## src/rtl/lsd_pkg.sv

```systemverilog
package lsd_pkg;

  // Fault kinds handled by the per-stage filter bank; order sets the filter index.
  typedef enum logic [1:0] {
    FK_SCB = 2'd0,
    FK_SCG = 2'd1,
    FK_OL  = 2'd2
  } lsd_fault_e;

  localparam int unsigned LSD_N_FAULT = 3;

  typedef struct packed {
    logic scb;
    logic scg;
    logic ol;
  } lsd_flt_t;

endpackage

```

## src/rtl/lsd_filter.sv

```systemverilog
// Consecutive-sample qualifier: confirm pulses on the edge where the
// condition has been high for LEN consecutive edges, and on every later
// edge while it stays high.
module lsd_filter #(
  parameter int unsigned LEN = 16
) (
  input  logic clk,
  input  logic rst_n,
  input  logic cond,
  output logic confirm
);
  localparam int unsigned CW = (LEN > 1) ? $clog2(LEN) : 1;
  localparam logic [CW-1:0] TOP = CW'(LEN - 1);

  logic [CW-1:0] run_q;

  assign confirm = cond && (run_q == TOP);

  always_ff @(posedge clk or negedge rst_n) begin
    if (!rst_n) begin
      run_q <= '0;
    end else if (!cond) begin
      run_q <= '0;
    end else if (run_q != TOP) begin
      run_q <= run_q + CW'(1);
    end
  end
endmodule

```

## src/rtl/lsd_stage.sv

```systemverilog
module lsd_stage
  import lsd_pkg::*;
#(
  parameter int unsigned FILT_LEN  = 16,
  parameter int unsigned BLANK_CYC = 20
) (
  input  logic     clk,
  input  logic     rst_n,
  input  logic     cmd_on,
  input  logic     ol_dis,
  input  logic     cmp_hi,
  input  logic     cmp_lo,
  input  logic     cmp_ol,
  input  logic     clr,
  output logic     drv_q,
  output logic     diag_en,
  output lsd_flt_t flt
);
  localparam int unsigned AW = $clog2(BLANK_CYC + 1);
  localparam logic [AW-1:0] AGE_MAX = AW'(BLANK_CYC);

  logic [AW-1:0] age_q;
  logic          blank_done;
  logic          shut_q, shut_d;
  logic [LSD_N_FAULT-1:0] cond, hit;
  lsd_flt_t      flt_q;

  assign blank_done = drv_q && (age_q == AGE_MAX);

  // Each fault is evaluated only in the output state where it is meaningful.
  assign cond[FK_SCB] = blank_done && cmp_hi;
  assign cond[FK_SCG] = !drv_q && cmp_lo;
  assign cond[FK_OL]  = !drv_q && !ol_dis && cmp_ol;

  for (genvar k = 0; k < LSD_N_FAULT; k++) begin : g_filt
    lsd_filter #(.LEN(FILT_LEN)) u_filt (
      .clk     (clk),
      .rst_n   (rst_n),
      .cond    (cond[k]),
      .confirm (hit[k])
    );
  end

  // Shutdown latch: set by a confirmed battery short, released when the
  // command is dropped or the host clears the stage status.
  assign shut_d = hit[FK_SCB] || (shut_q && cmd_on && !clr);

  always_ff @(posedge clk or negedge rst_n) begin
    if (!rst_n) begin
      shut_q <= 1'b0;
      drv_q  <= 1'b0;
      age_q  <= '0;
    end else begin
      shut_q <= shut_d;
      drv_q  <= cmd_on && !shut_d;
      if (!drv_q)
        age_q <= '0;
      else if (age_q != AGE_MAX)
        age_q <= age_q + AW'(1);
    end
  end

  always_ff @(posedge clk or negedge rst_n) begin
    if (!rst_n) begin
      flt_q <= '0;
    end else begin
      flt_q.scb <= hit[FK_SCB] || (flt_q.scb && !clr);
      flt_q.scg <= hit[FK_SCG] || (flt_q.scg && !clr);
      flt_q.ol  <= !ol_dis && (hit[FK_OL] || (flt_q.ol && !clr));
    end
  end

  assign flt     = flt_q;
  assign diag_en = !drv_q && !ol_dis;
endmodule

```

## src/rtl/lsd_tx_gate.sv

```systemverilog
module lsd_tx_gate (
  input  logic clk,
  input  logic rst_n,
  input  logic soft_rst,
  input  logic tx_in,
  output logic tx_out
);
  logic open_q;

  always_ff @(posedge clk or negedge rst_n) begin
    if (!rst_n)
      open_q <= 1'b0;
    else if (soft_rst)
      open_q <= 1'b1;
  end

  // A closed gate holds the line at its recessive (idle high) level.
  assign tx_out = open_q ? tx_in : 1'b1;
endmodule

```

## src/rtl/lsd_ctrl.sv

```systemverilog
module lsd_ctrl
  import lsd_pkg::*;
#(
  parameter int unsigned N_STAGE   = 2,
  parameter int unsigned FILT_LEN  = 16,
  parameter int unsigned BLANK_CYC = 20
) (
  input  logic               clk,
  input  logic               rst_n,
  input  logic [N_STAGE-1:0] stage_in_n,
  input  logic [N_STAGE-1:0] ol_dis,
  input  logic [N_STAGE-1:0] cmp_hi,
  input  logic [N_STAGE-1:0] cmp_lo,
  input  logic [N_STAGE-1:0] cmp_ol,
  input  logic [N_STAGE-1:0] stat_clr,
  input  logic               soft_rst,
  input  logic               tx_in,
  output logic [N_STAGE-1:0] drv_on,
  output logic [N_STAGE-1:0] diag_cur_en,
  output logic [N_STAGE-1:0] flt_scb,
  output logic [N_STAGE-1:0] flt_scg,
  output logic [N_STAGE-1:0] flt_ol,
  output logic               tx_out
);
  lsd_flt_t flt_v [N_STAGE];

  for (genvar i = 0; i < N_STAGE; i++) begin : g_stage
    lsd_stage #(
      .FILT_LEN  (FILT_LEN),
      .BLANK_CYC (BLANK_CYC)
    ) u_stage (
      .clk     (clk),
      .rst_n   (rst_n),
      .cmd_on  (!stage_in_n[i]),
      .ol_dis  (ol_dis[i]),
      .cmp_hi  (cmp_hi[i]),
      .cmp_lo  (cmp_lo[i]),
      .cmp_ol  (cmp_ol[i]),
      .clr     (stat_clr[i]),
      .drv_q   (drv_on[i]),
      .diag_en (diag_cur_en[i]),
      .flt     (flt_v[i])
    );
    assign flt_scb[i] = flt_v[i].scb;
    assign flt_scg[i] = flt_v[i].scg;
    assign flt_ol[i]  = flt_v[i].ol;
  end

  lsd_tx_gate u_tx (
    .clk      (clk),
    .rst_n    (rst_n),
    .soft_rst (soft_rst),
    .tx_in    (tx_in),
    .tx_out   (tx_out)
  );
endmodule

```

## config.mk

```make
export PLATFORM = sky130hd
export DESIGN_NAME = lsd_ctrl
export DESIGN_NICKNAME = d
export VERILOG_FILES = /design/src/rtl/lsd_pkg.sv /design/src/rtl/lsd_filter.sv /design/src/rtl/lsd_stage.sv /design/src/rtl/lsd_tx_gate.sv /design/src/rtl/lsd_ctrl.sv
export SDC_FILE = /design/constraint.sdc
export NUM_CORES = 1
export LEC_CHECK = 0
export BUFFER_PORTS_ARGS = -buffer_cell sky130_fd_sc_hd__buf_2
export CORE_ASPECT_RATIO = 1.5
export CORE_MARGIN = 5
export CORE_UTILIZATION = 30
export DETAILED_ROUTE_END_ITERATION = 7
export HOLD_SLACK_MARGIN = 0.1
export SYNTH_ARGS = -nofsm -noshare
export SYNTH_HDL_FRONTEND = slang
export SYNTH_SLANG_ARGS = --single-unit
```

## constraint.sdc

```tcl
create_clock -name clk -period 3.15 [get_ports clk]
set_clock_uncertainty 0.1 [all_clocks]
set_input_delay 0.1575 -clock clk [delete_from_list [all_inputs] [get_ports clk]]
set_output_delay 0.1575 -clock clk [all_outputs]
set_load 0.005 [all_outputs]
```

======== Word level (Yosys, flattened, before mapping) ========
Index checks and enable logic that the tools add are counted.
operators by class
  add/subtract/negate cells ............... 8
  eq/ne operators ......................... 24
  muxes and demuxes ....................... 17
  reduce and logical (&&, ||, !) cells .... 48
operators with widths
  kind                                                              number
  4-bit 2-to-1 mux                                                  12
  1-bit logical AND                                                 30
  4-bit by 1-bit adder with 4-bit output (second input constant)    6
  4-bit equality test (second input constant)                       6
  4-bit != test (second input constant)                             6
  5-bit 2-to-1 mux                                                  4
  2-bit by 1-bit != test with 1-bit output (second input constant)  6
  5-bit by 1-bit adder with 5-bit output (second input constant)    2
  5-bit equality test (second input constant)                       2
  1-bit logical NOT                                                 10
  5-bit != test (second input constant)                             2
  1-bit logical OR                                                  8
  2-bit != test (second input constant)                             2
  1-bit 2-to-1 mux                                                  1
word-level totals
  bits in registers ....................... 45
  bits of input ports ..................... 16
  output and inout port bits .............. 11
  logic and storage cells ................. 116

======== Longest topological paths before layout ========
Gate-level depths: netlist of the first run.
  depth in word-level cells ............... 7
  gate-level depth with buffers ........... 5
  gate-level depth less buffers ........... 5

======== Hierarchy ========
A second synthesis of the first run with hierarchy kept.
unflattened totals
  cell total of the unflattened synthesis .. 216
  area, all modules ....................... 2294.7 um^2
modules (own cells, without submodules)
  module                          instances  cells an instance  area an instance (um^2)  seq. area each (um^2)
  lsd_filter                      6          20                 212.7                    100.1
  lsd_stage (g_stage[1].u_stage)  1          47                 508.0                    250.2
  lsd_stage (g_stage[0].u_stage)  1          44                 465.4                    250.2
  lsd_tx_gate                     1          3                  37.5                     25.0
  lsd_ctrl                        1          2                  7.5                      0.0

======== Least setup slack after synthesis of the first run ========
Ideal clock, no wire load.
  kind .................................... reg-to-reg
  from .................................... register g_stage[1].u_stage.age_q[0]
  to ...................................... register g_stage[1].u_stage.g_filt[0].u_filt.run_q[3]
  setup time .............................. 80 ps
  arrival ................................. 1243 ps
  data required time ...................... 2970 ps
  path slack .............................. 1726 ps
  cell stages (with the launch flop) ...... 6
  buffers on the path ..................... 0
  period minus slack after synthesis ...... 1424 ps
  cells stage by stage .................... dfrtp_1 inv_1 ha_1 nand4b_4 or2_4 nor3_2
on the way
  word-level cells in the longest chain between the ends .. 4
  elaborated cells between the ends (all ways) .. 5
  classes of those cells .................. eq/ne: 2; mux: 1; reduce/logical: 2
ends and longest elaborated chain
  item                                                                                           RTL line          source
  from (decl)                                                                                    lsd_stage.sv:22   logic [AW-1:0] age_q;
  from (signal assigned)                                                                         lsd_stage.sv:59   age_q <= age_q + AW'(1);
  5-bit equality test (*)                                                                        lsd_stage.sv:28   assign blank_done = drv_q && (age_q == AGE_MAX);
  1-bit logical AND (*)                                                                          lsd_stage.sv:28
  1-bit logical AND (*)                                                                          lsd_stage.sv:31   assign cond[FK_SCB] = blank_done && cmp_hi;
  2-bit by 1-bit != test with 1-bit output (no source line) or 4-bit 2-to-1 mux (tied branches)  n/a
  to (signal assigned)                                                                           lsd_filter.sv:25  run_q <= run_q + CW'(1);
  to (decl)                                                                                      lsd_filter.sv:15  logic [CW-1:0] run_q;
Every way passes the cells marked *; elsewhere a longest branch is shown, timed or not.
A chain may end at the register's enable or synchronous reset.

======== Final worst setup path of the first run ========
  from .................................... register g_stage[0].u_stage.age_q[0]
  to ...................................... register g_stage[0].u_stage.g_filt[0].u_filt.run_q[3]
on the way
  word-level cells in the longest chain between the ends .. 4
  elaborated cells between the ends (all ways) .. 5
  classes of those cells .................. eq/ne: 2; mux: 1; reduce/logical: 2
ends and longest elaborated chain
  item                                                                                           RTL line
  from (decl)                                                                                    lsd_stage.sv:22
  from (signal assigned)                                                                         lsd_stage.sv:59
  5-bit equality test (*)                                                                        lsd_stage.sv:28
  1-bit logical AND (*)                                                                          lsd_stage.sv:28
  1-bit logical AND (*)                                                                          lsd_stage.sv:31
  2-bit by 1-bit != test with 1-bit output (no source line) or 4-bit 2-to-1 mux (tied branches)  n/a
  to (signal assigned)                                                                           lsd_filter.sv:25
  to (decl)                                                                                      lsd_filter.sv:15
Marks and branches as above.

==> results_dict.tcl, run 1 <==
set metrics [dict create \
    critPathArrivalTime_ps 1650 \
    grt_antenna_before_repair 0 \
    clkSinkCount 45 \
    placed_cells 300 \
    drc 0 \
    grt_pass1_wl_um 6913 \
    fin_crit_sh_pct 48.56 \
    netlist_area_mm2 0.002166 \
    die_h_um 114.1 \
    synth_edf_count 0 \
    syn-num-nets 225 \
    cts_setup_buffers 0 \
    finalSetupViolCount 0 \
    gp_congestion 0.7479 \
    final_util_pct 35.68 \
    synth.ff_latch_count 45 \
    max_slew_margin_pct 31.86 \
    hold-worst-slack_ps 104.3 \
    worstHoldPathType "input port to flop" \
    track_usage_pct 9.496 \
    drv_cap 0 \
    report.final.hold_viol_count 0 \
    drtIter0Drc 31 \
    grt_use_met2_pct 15.92 \
    netlist.area_leader.share_pct 51.99 \
    fmax_ghz 0.6537 \
    io_buffers 26 \
    power_w 0.001129 \
    yosys.area.top_type "dfrtp_1" \
    cts_resized 0 \
    seq_area_frac_synth_pct 51.99 \
    start_kind "flop" \
    p_leak_nw 1.246 \
    drive_above_1_share_pct 18.72 \
    start_util_pct 30.37 \
    met1_usage_pct 11.07 \
    grt_max_degree 46 \
    status "completed" \
    power_density_mw_per_mm2 443.7 \
    period_minus_slack_ps 1530 \
    cp_max_fo 6 \
    h-tree-depth 2 \
    viasPerCell 4.848 \
    die_x_um 79.38 \
    grt_pass1_vias 1579 \
    yosys_warnings 0 \
    totalWireLength_um 3863 \
    grtUsageMet3_pct 2.441 \
    endpoint_kind "flop" \
    placement_rows 38 \
    synth_area_leaders "dfrtp_1 52%, ha_1 5.8%, nor2_1 4.7%" \
    yosys-top-cells-count "45 x dfrtp_1, 27 x nor2_1, 15 x nand3_1" \
    cts_made_buffers 5 \
    antenna_cells 0 \
    clockRootBuffer "clkbuf_8" \
    ir_worst_vdd_v 0.0002384 \
    route.vias.total 1527 \
    clk_path_buf_depth 2 \
    required_ps 3270 \
    place_hpwl_um 2709 \
    worst_pin_slew_ps 1022 \
    first_pass_iters 4 \
    grt_most_used_layer "met2" \
    syn_avg_cell_area_um2 10.88 \
    cts_hold_buf 7 \
    clk_pin_slew_ps 90 \
    cts_tree "built" \
    nets 260 \
    rsz0062_at_grt "false" \
    async_flop_share_pct 100.0 \
    synthCells 199 \
    die_area_mm2 0.009054 \
    final_antenna_net_count 0 \
    clk_latency_ps 290 \
    yosysMostFrequentCell "dfrtp_1" \
    grt.overflow.total 0 \
    pin_count 27 \
    finalNonFillerCells 315 \
    synth.distinct_cells 29 \
    synth_ff_type "dfrtp_1" \
    tns_ps 0 \
    wire_per_inst_um 12.26 \
    core_mm2 0.007132 \
    finalMaxSlewViolations 0 \
    area_growth_pct 17.50 \
    criticalPathCategory "flop to flop" \
]
-- critical path, cell delays in order, from the launching register on --
cell      delay, ps
dfrtp_1         400
inv_1           100
ha_1            200
nand4b_4        160
or2_4           310
nor3_2          180
-- logic make-up after synthesis --
| logic type | after synthesis | synth area share (%) |
|---|---|---|
| multiplexers | 10 | 4.622 |
| AO/OA/AOI/OAI | 20 | 6.123 |
| buffers and inverters | 11 | 2.946 |
| adder cells (fa/ha/maj) | 10 | 5.777 |
| AND/OR/NAND/NOR | 93 | 24.50 |
| XOR/XNOR | 10 | 4.044 |
| flip-flops | 45 | 51.99 |
-- cell usage in the layout, fill, tap and decap left out --
cell           Yosys  final
o2bb2ai_1          2      2
nor3b_1            8      8
nand2b_1           4      4
nand4b_4           2      2
nor3_2             3      3
xnor2_1           10     10
nand2_1           10     10
bufinv_16          0      1
nor3_1            10     10
nand3_1           15     15
o21ai_0            3      3
and2_1             4      4
nand3b_1           1      1
clkbuf_8           0      6
inv_1              6      6
or3b_4             2      2
a2bb2oi_1          2      2
or2_2              1      1
nor2b_1            3      3
ha_1              10     10
a31oi_1            8      8
a21oi_1            1      1
clkinvlp_4         0      1
or2_4              2      2
mux2i_1           10     10
a21o_1             2      2
dlygate4sd3_1      0      7
nand4_1            1      1
o22ai_1            2      2
buf_2              0     26
nor2_1            27     27
dfrtp_1           45     45
-- through the flow --
stage | setup WS [ps] | cell area, µm²
after detailed placement | 1634 | 2355
after global placement | 1685 | 2355
after floorplan | 1726 | 2166
final | 1620 | 2545
after CTS | 1618 | 2545
after global routing | 1496 | 2545
-- power by group --
part / internal [W] / total, W / switching [W]
sequential: 0.000588 / 0.000603 / 0.0000149
combinational: 0.0000341 / 0.0000716 / 0.0000375
clock: 0.000258 / 0.000455 / 0.000197
-- flip-flops by register name (all words and copies together) (netlist names) --
name                                 cells
g_stage.u_stage.shut_q                   2
g_stage.u_stage.drv_q                    2
u_tx.open_q                              1
g_stage.u_stage.flt                      6
g_stage.u_stage.g_filt.u_filt.run_q     24
g_stage.u_stage.age_q                   10
-- cell type report --
type	instances	area, µm²
Fill cell	717	4587
Sequential cell	45	1126
Multi-Input combinational cell	143	975.9
Timing Repair Buffer	33	200.2
Tap cell	80	100.1
Clock buffer	6	82.58
Clock inverter	2	37.54
Inverter	6	22.52
-- per-layer routing --
metal | up-vias | wire length [µm] | part of all wire, %
li1 | 760 | - | -
met1 | 728 | 1676 | 43
met2 | 30 | 1898 | 49
met3 | 9 | 174 | 4.5
met4 | 0 | 114 | 3.0
met5 | - | 0 | 0
-- path summary, 6_finish.rpt --
path	slack, ps	cells past startpoint	endpoint	from
worst max-delay path	1620	5	g_stage[0].u_stage.g_filt[0].u_filt.run_q[3]$_DFFE_PN0N_	g_stage[0].u_stage.age_q[0]$_DFFE_PN0P_
worst min-delay path	100	3	g_stage[1].u_stage.flt[1]$_DFF_PN0_	stat_clr[1]
worst max register to register	1620	5	g_stage[0].u_stage.g_filt[0].u_filt.run_q[3]$_DFFE_PN0N_	g_stage[0].u_stage.age_q[0]$_DFFE_PN0P_
worst min register to register	370	1	u_tx.open_q$_DFFE_PN0P_	u_tx.open_q$_DFFE_PN0P_
max in group asynchronous	1840	2	g_stage[1].u_stage.g_filt[2].u_filt.run_q[2]$_DFFE_PN0P_	rst_n
min in group asynchronous	480	2	u_tx.open_q$_DFFE_PN0P_	rst_n
Note: power is estimated with default switching activity, not from simulation.
==> inputs of run 2 (changes only) <==
==> constraint.sdc (replaced) <==
create_clock -name clk -period 1.4 [get_ports clk]
set_clock_uncertainty 0.1 [all_clocks]
set_input_delay 0.07 -clock clk [delete_from_list [all_inputs] [get_ports clk]]
set_output_delay 0.07 -clock clk [all_outputs]
set_load 0.005 [all_outputs]
==> run 2 against run 1 <==
Compared with the run above: wire length increased by 8.1%; sequential power increased by 120%; non-clock buffer count increased by 28; worst hold slack improved by 81 ps; critical endpoint is now g_stage[1].u_stage.g_filt[0].u_filt.run_q[3]$_DFFE_PN0N_; largest cell class unchanged.
==> results_dict.tcl, run 2 (synthesis results as in run 1) <==
set metrics [dict create \
    clock_power_share_pct 33.6 \
    grt.overflow.total 0 \
    clk_latency_ps 290 \
    slowest_stage "dfrtp_1" \
    die_area_mm2 0.009054 \
    start_util_pct 30.37 \
    rsz0062_at_grt "true" \
    clockRootBuffer "clkbuf_8" \
    final_antenna_net_count 0 \
    required_ps 1520 \
    placement_rows 38 \
    p_switching_w 0.0005530 \
    cp_cell_sequence "inv_1 -> ha_4 -> nand4b_4 -> or2_4 -> nor3_2" \
    seq_power_share_pct 56.2 \
    clk_pin_slew_ps 80 \
    power.share.combinational_pct 10.2 \
    drc 0 \
    max_slew_margin_pct 83.70 \
    post-place-ws_ps -51.05 \
    grt_max_degree 46 \
    clkSinkCount 45 \
    gp_congestion 0.7434 \
    die_x_um 79.38 \
    cts_made_buffers 5 \
    grt_pass1_vias 1731 \
    tns_ps 0 \
    fin_crit_sh_pct 98.18 \
    clk_path_buf_depth 2 \
    slowest_delay_ps 380 \
    p_leak_nw 1.372 \
    swShare_pct 23.03 \
    report.final.hold_viol_count 0 \
    worst_pin_slew_ps 242.6 \
    criticalPathCategory "flop to flop" \
    io_buffers 26 \
    drtIter0Drc 40 \
    track_usage_pct 10.30 \
    fin_ws_ps 25.51 \
    endpoint_kind "flop" \
    power_density_mw_per_mm2 851.8 \
    die_h_um 114.1 \
    route.vias.total 1645 \
    largest_reg_flops 24 \
    grt_pass1_wl_um 7500 \
    finalMaxSlewViolations 0 \
    antenna_cells 0 \
    hold-worst-slack_ps 185.1 \
    totalWireLength_um 4174 \
    place_hpwl_um 3025 \
    cp_max_fo 5 \
    wire_per_inst_um 12.20 \
    status "completed" \
    first_pass_iters 4 \
    core_mm2 0.007132 \
    final_util_pct 39.53 \
    drive_above_1_share_pct 28.24 \
    start_kind "flop" \
    largest_register "g_stage.u_stage.g_filt.u_filt.run_q" \
    placed_cells 318 \
    drv_cap 0 \
    cts_tree "built" \
    fmax_ghz 0.7275 \
    pin_count 27 \
    finalNonFillerCells 342 \
    critPathArrivalTime_ps 1490 \
    worstHoldPathType "input port to async pin" \
    p_int_w 0.001848 \
    ir_worst_vdd_v 0.0004933 \
    nFillCells 707 \
    viasPerCell 4.810 \
    area_growth_pct 30.16 \
    finalSetupViolCount 0 \
    grt_antenna_before_repair 0 \
    nets 288 \
    period_minus_slack_ps 1374 \
    h-tree-depth 2 \
    layout_common_cells "45 x dfrtp_1, 27 x nor2_1, 26 x buf_2, 19 x buf_4, 14 x dlygate4sd3_1" \
    layout_commonest_cell "dfrtp_1" \
]
run 2: cell count changes in the layout (fill, tap and decap cells not counted), moves of 3 or more:
cell / before / now
buf_4: 0 / 19
nand3_2: 0 / 3
nand3_1: 15 / 12
dlygate4sd3_1: 7 / 14
ha_4: 0 / 3
inv_2: 0 / 3
inv_1: 6 / 3
ha_1: 10 / 7
run 2: cell type report:
cell class	instances	area, µm²	share of cell area [%]
multi-input cells	143	1040	36.88
well taps	80	100.1	3.551
clock buffers	7	86.33	3.063
repair buffers	61	444.2	15.76
flip-flops and latches	45	1126	39.95
inverters	6	22.52	0.7989
run 2: critical path: cells and delay by family (launching register included):
kind / cells / cell delay, ps
DFF: 1 / 380
and+or+nand+nor: 3 / 580
adders and majority gates: 1 / 150
buffers and inverters: 1 / 100
run 2: stage by stage:
stage | area, µm² | total power (W)
finish | 2819 | 0.002401
global route | 2819 | 0.002522
CTS | 2765 | 0.002432
detailed placement | 2507 | 0.001574
global placement | 2507 | 0.001567
floorplan | 2171 | 0.001468
run 2: power by group through the flow:
stage          clock network [W]  logic (W)  registers, W
2_1_floorplan                  0  0.0000951       0.00137
3_3_place_gp                   0   0.000195       0.00137
3_5_place_dp                   0   0.000200       0.00137
4_1_cts                 0.000844   0.000239       0.00135
5_1_grt                 0.000885   0.000283       0.00135
6_report                0.000806   0.000246       0.00135
run 2: what timing repair did:
action                                  in CTS  in global routing
hold buffers                                14                  0
pin swaps                                    5                  1
setup buffers                                2                  1
endpoints found under the setup margin       8                 18
endpoints found under the hold margin       79                  0
gates resized for setup                      4                  9
run 2: routing by layer:
layer / vias up / part of all wire (%) / wire (µm) / global-route usage (%)
met2: 25 / 52 / 2190 / 18.34
met4: 0 / 1.8 / 76 / 4.128
li1: 815 / - / - / -
met1: 798 / 43 / 1787 / 12.14
met5: - / 0 / 0 / 0
met3: 7 / 2.9 / 119 / 1.811
run 2: worst paths after layout:
kind	endpoint	from	depth (start not counted)	slack, ps
max in group asynchronous	g_stage[0].u_stage.flt[2]$_DFF_PN0_	rst_n	3	790
max	g_stage[1].u_stage.g_filt[0].u_filt.run_q[3]$_DFFE_PN0N_	g_stage[1].u_stage.age_q[1]$_DFFE_PN0P_	5	30
min in group clk	tx_out	tx_in	3	290
min reg2reg	u_tx.open_q$_DFFE_PN0P_	u_tx.open_q$_DFFE_PN0P_	1	370
min	g_stage[1].u_stage.flt[0]$_DFF_PN0_	rst_n	3	190
max reg2reg	g_stage[1].u_stage.g_filt[0].u_filt.run_q[3]$_DFFE_PN0N_	g_stage[1].u_stage.age_q[1]$_DFFE_PN0P_	5	30
